`config.mk`:
```
export PLATFORM = sky130hd
export DESIGN_NAME = dbuf_dac_code
export DESIGN_NICKNAME = d
export VERILOG_FILES = /design/src/rtl/dbuf_dac_pkg.sv /design/src/rtl/dbuf_rst_sync.sv /design/src/rtl/dbuf_stage_in.sv /design/src/rtl/dbuf_stage_out.sv /design/src/rtl/dbuf_dac_code.sv
export SDC_FILE = /design/constraint.sdc
export NUM_CORES = 1
export LEC_CHECK = 0
export CAP_MARGIN = 40
export CORE_MARGIN = 5
export CORE_UTILIZATION = 36
export DETAILED_ROUTE_END_ITERATION = 10
export HOLD_SLACK_MARGIN = 0.03
export PLACE_DENSITY = 0.84
export SLEW_MARGIN = 25
export SYNTH_ARGS = -nofsm -noshare
export SYNTH_HDL_FRONTEND = slang
export SYNTH_SLANG_ARGS = --single-unit
```
`constraint.sdc`:
```
create_clock -name clk -period 0.8 [get_ports clk]
set_input_delay 0.12 -clock clk [delete_from_list [all_inputs] [get_ports clk]]
set_output_delay 0.12 -clock clk [all_outputs]
set_load 0.005 [all_outputs]
```
`src/rtl/dbuf_dac_pkg.sv`:
```
package dbuf_dac_pkg;
  localparam int unsigned CODE_W_DEF = 8;
  localparam int unsigned RST_STAGES_DEF = 2;

  typedef struct packed {
    logic cs_n;
    logic wr1_n;
    logic ile;
  } stage1_ctl_t;

  typedef struct packed {
    logic wr2_n;
    logic xfer_n;
  } stage2_ctl_t;

  function automatic logic stage1_open(stage1_ctl_t c);
    return (!c.cs_n) && (!c.wr1_n) && c.ile;
  endfunction

  function automatic logic stage2_open(stage2_ctl_t c);
    return (!c.wr2_n) && (!c.xfer_n);
  endfunction
endpackage

```
`src/rtl/dbuf_rst_sync.sv`:
```
module dbuf_rst_sync #(
  parameter int unsigned STAGES = dbuf_dac_pkg::RST_STAGES_DEF
) (
  input  logic clk,
  input  logic rst_n,
  output logic rst_sync_n
);
  logic [STAGES-1:0] chain_q;
  logic [STAGES-1:0] chain_d;

  generate
    if (STAGES > 1) begin : g_multi
      assign chain_d = {chain_q[STAGES-2:0], 1'b1};
    end else begin : g_single
      assign chain_d = 1'b1;
    end
  endgenerate

  always_ff @(posedge clk or negedge rst_n) begin
    if (!rst_n) chain_q <= '0;
    else        chain_q <= chain_d;
  end

  assign rst_sync_n = chain_q[STAGES-1];
endmodule

```
`src/rtl/dbuf_stage_in.sv`:
```
module dbuf_stage_in
  import dbuf_dac_pkg::*;
#(
  parameter int unsigned W = CODE_W_DEF
) (
  input  logic        clk,
  input  logic        rst_n,
  input  stage1_ctl_t ctl,
  input  logic [W-1:0] d,
  output logic [W-1:0] q,
  output logic [W-1:0] q_next
);
  logic load_en;

  always_comb begin
    load_en = stage1_open(ctl);
    q_next  = load_en ? d : q;
  end

  always_ff @(posedge clk or negedge rst_n) begin
    if (!rst_n)       q <= '0;
    else if (load_en) q <= d;
  end
endmodule

```
`src/rtl/dbuf_stage_out.sv`:
```
module dbuf_stage_out
  import dbuf_dac_pkg::*;
#(
  parameter int unsigned W = CODE_W_DEF
) (
  input  logic        clk,
  input  logic        rst_n,
  input  stage2_ctl_t ctl,
  input  logic [W-1:0] src,
  output logic [W-1:0] q
);
  logic         xfer_en;
  logic [W-1:0] q_d;

  always_comb begin
    xfer_en = stage2_open(ctl);
    q_d     = xfer_en ? src : q;
  end

  always_ff @(posedge clk or negedge rst_n) begin
    if (!rst_n)       q <= '0;
    else if (xfer_en) q <= q_d;
  end
endmodule

```
`src/rtl/dbuf_dac_code.sv`:
```
module dbuf_dac_code
  import dbuf_dac_pkg::*;
#(
  parameter int unsigned CODE_W     = CODE_W_DEF,
  parameter int unsigned RST_STAGES = RST_STAGES_DEF
) (
  input  logic              clk,
  input  logic              rst_n,
  input  logic [CODE_W-1:0] data_in,
  input  logic              cs_n,
  input  logic              wr1_n,
  input  logic              ile,
  input  logic              wr2_n,
  input  logic              xfer_n,
  output logic [CODE_W-1:0] code_out,
  output logic [CODE_W-1:0] code_inv
);
  logic              rst_int_n;
  stage1_ctl_t       s1_ctl;
  stage2_ctl_t       s2_ctl;
  logic [CODE_W-1:0] in_q;
  logic [CODE_W-1:0] in_next;
  logic [CODE_W-1:0] out_q;

  assign s1_ctl = '{cs_n: cs_n, wr1_n: wr1_n, ile: ile};
  assign s2_ctl = '{wr2_n: wr2_n, xfer_n: xfer_n};

  dbuf_rst_sync #(.STAGES(RST_STAGES)) u_rst (
    .clk        (clk),
    .rst_n      (rst_n),
    .rst_sync_n (rst_int_n)
  );

  dbuf_stage_in #(.W(CODE_W)) u_stage_in (
    .clk    (clk),
    .rst_n  (rst_int_n),
    .ctl    (s1_ctl),
    .d      (data_in),
    .q      (in_q),
    .q_next (in_next)
  );

  // Output stage takes the staging stage's next value so a same-edge
  // load and transfer costs no extra cycle.
  dbuf_stage_out #(.W(CODE_W)) u_stage_out (
    .clk   (clk),
    .rst_n (rst_int_n),
    .ctl   (s2_ctl),
    .src   (in_next),
    .q     (out_q)
  );

  assign code_out = out_q;

  generate
    for (genvar i = 0; i < CODE_W; i++) begin : g_inv
      assign code_inv[i] = ~out_q[i];
    end
  endgenerate
endmodule

```
==> impl_results.md <==
- Final Skew: between 0.9 and 1 ps
- Total grt overflow: 0
- Via Count: about 660
- PwrDens: roughly 1900 nW/um^2
- Layout area overhead: 83.15%
- Pre-antenna DRT Iters: 4
- Share of the core filled with cells: 67.24%
- Placed cell area: 1096 sq um
- Final count of hold timing violations: 0
- Clk_lat worst skew: approximately 280 ps
- Via-to-Cell Ratio: approximately 4.3
- VDD IR-drop max: between 1 and 1.5 mV
- GRT busiest layer: met2
- First element of the critical path: u_stage_out.q[6]
- Clock Pin Slew Worst Setup and Hold Paths: ~90 ps
- Min-Delay Path Class: reg -> async
- Filler cell count in the final layout: between 100 and 150
- M1 GR Usage: around 16%
- Reg2reg start: u_stage_out.q[2]
- Number of standard cells after synthesis: 72
- Vias in the first global route: roughly 660
- Final period util: 132.8%
- R2R cell count: 4
- Finish-stage setup viols: 21
- Layout cells sized above 1: a little over half
- Endpoint class of the critical path: output pin
- Final worst setup slack: -262.1 ps
- Max_cap viols: 0
- I/O Buffers: 30
- HPWL after DPL: about 1200 microns
- FF+latch area: about 450 sq um
- CP Capture Point: code_inv[6]
- Cell variety after synth: 11
- Synthesis-stage register bit count: 18
- Clock tree buffer depth: 2
- Placed cells: 135
- Met3 Use GR: roughly 3.6%
- Failing checks: setup timing
- Largest net degree at the start of global routing: 17
- Worst Path Max Fanout: 2
- WL per Instance: approximately 12 microns
- Starting density of the core: roughly 37%
- # IOs: 31
- FP Rows: 16
- Synthesized area: around 700 sq um
- Area occupied by multi-input gates: about 260 sq um
- Inserted Clock Buffers: 3
- Status: complete, but fails checks
- Gpl congestion: around 0.68
- Tmin final: 1062 ps
- H-Tree Depth: 1
- Die width: 54.04 microns
- Ys Warns: 0
- Leakage: 0.6389 nW
- CORE AREA: between 1500 and 2000 sq um
- Nets: 142
- Peak Freq: approximately 940 MHz
- Critical Path AT: roughly 940 ps
- Critical R2R Capture: u_stage_out.q[2]
- CTS sink cnt: 18
- CTS Root Cell: clkbuf_4
- Final cell count without fillers: approximately 150
- Final max-slew violation count: 0
- Overall routing resource usage: between 10% and 20%
- Ant diodes: 0
- Fin area: between 1000 and 1500 sq um
- Crit-path max cell delay: 410 ps
- First-pass GRT wire length: ~2900 microns
- ANT nets after route: 0
- CP Class: reg -> out
- Syn nets: 87
- Post-route DRC: 0
- Slowest-stage cell, CP: dfrtp_1
- Part of the Yosys area used for sequential elements: between 60 and 70%
- Crit-path most repeated cell: buf_6
- Cell Chain, Critical Path: buf_6, inv_2, buf_6
- Crit path launch type: flip-flop
- WP data required: a little under 700 ps
- Pre-CTS setup slack: -601.2 ps
- CTS tree: built
- Die span in y: around 54 microns
- Initial antenna violation count: 0
- Initial detailed-routing violation count: 3
- Total Routed Length: 1888 microns
- Unrepaired setup endpoints after global routing: yes
- Met2 usage: around a quarter
- Die footprint: roughly 2900 sq um
- Flop2flop setup slack: -50 ps
- Synthesized area per cell: 9.697 sq um
[flip-flops by register name, summed over array words and instances (netlist names)]
name           cells
u_stage_out.q      8
u_stage_in.q       8
u_rst.chain_q      2
[Yosys cell counts (all sizes together)]
library cell | count | area [sq um]
nand2 | 24 | 90.09
dfrtp | 18 | 450.4
nor2 | 9 | 36.29
a31oi | 8 | 50.05
inv | 8 | 30.03
buf | 2 | 16.26
conb | 1 | 3.750
nor3b | 1 | 12.51
or3b | 1 | 8.760
[layer usage]
layer	routed length [microns]	share of wire (%)
met2	951	50
met1	745	39
met4	36	1.9
met3	154	8.2
met5	0	0
[power breakdown]
| group | switching, W | total (W) | internal (W) | leakage [nW] |
|---|---|---|---|---|
| clock network | 0.000248 | 0.000423 | 0.000175 | 0.0138 |
| registers | 0.0000815 | 0.00113 | 0.00105 | 0.214 |
| logic | 0.000347 | 0.000913 | 0.000566 | 0.411 |
| total | 0.000677 | 0.00247 | 0.00179 | 0.639 |
[layout make-up]
| class | count | share of cell area (%) |
|---|---|---|
| tap | 27 | 2.642 |
| timing repair buffer | 52 | 37.57 |
| multi-input combinational | 44 | 20.45 |
| sequential | 18 | 35.22 |
| clock buffer | 3 | 1.761 |
| inverter | 8 | 2.348 |
[logic make-up (layout without fill, tap and decap cells)]
kind of cell           count (synthesis)  in the layout  synth area share [%]
AND/OR/NAND/NOR                       35             35                 21.15
buffers and inverters                 10             63                 6.630
AO/OA/AOI/OAI                          8              8                 7.169
other                                  1              1                0.5371
flip-flops                            18             18                 64.52
[worst min path at each step]
stage,slack [ps],endpoint,cells past startpoint,start
floorplan,-180,u_rst.chain_q[0],0,rst_n
global placement,170,u_stage_in.q[6],1,u_rst.chain_q[1]
detailed placement,200,u_stage_in.q[6],1,u_rst.chain_q[1]
CTS,200,u_stage_in.q[0],1,u_rst.chain_q[1]
global route,200,u_stage_in.q[0],1,u_rst.chain_q[1]
finish,200,u_stage_in.q[0],1,u_rst.chain_q[1]
[cell usage in the layout, fill, tap and decap left out]
| master | synthesis | final |
|---|---|---|
| nand2_1 | 24 | 15 |
| buf_4 | 0 | 3 |
| conb_1 | 1 | 1 |
| nor2_4 | 0 | 3 |
| a31oi_1 | 8 | 8 |
| nor2_2 | 1 | 5 |
| nand2_4 | 0 | 1 |
| clkbuf_4 | 0 | 3 |
| buf_2 | 1 | 11 |
| nand2_2 | 0 | 8 |
| clkdlybuf4s50_1 | 0 | 9 |
| clkbuf_2 | 0 | 1 |
| nor3b_2 | 1 | 1 |
| dlygate4sd2_1 | 0 | 2 |
| dlygate4sd3_1 | 0 | 1 |
| dfrtp_1 | 18 | 18 |
| clkdlybuf4s15_1 | 0 | 1 |
| buf_6 | 1 | 24 |
| or3b_1 | 1 | 1 |
| nor2_1 | 8 | 1 |
| inv_2 | 0 | 8 |
[critical path: cells and delay by family (launching register included)]
kind | cells | cell delay (ps)
flip-flops | 1 | 410
buffers and inverters | 3 | 250
[per-stage QoR]
stage          power (W)  setup TNS [ps]  hold slack [ps]
6_report        0.002466           -3235            196.6
5_1_grt         0.002639           -4339            204.9
4_1_cts         0.002358           -3340            199.2
3_5_place_dp    0.001801          -12600            195.6
3_3_place_gp    0.001775          -11950            174.9
2_1_floorplan   0.001363           -1121           -175.6
[timing repair]
action | CTS | global route
setup endpoints to repair | 32 | 24
hold endpoints to repair | 2 | 0
cloned | 1 | 0
pin swaps | 7 | 4
gates resized for setup | 100 | 21
hold buffers | 1 | 0
setup buffers | 11 | 3
Power figures use the tool's default switching activity.
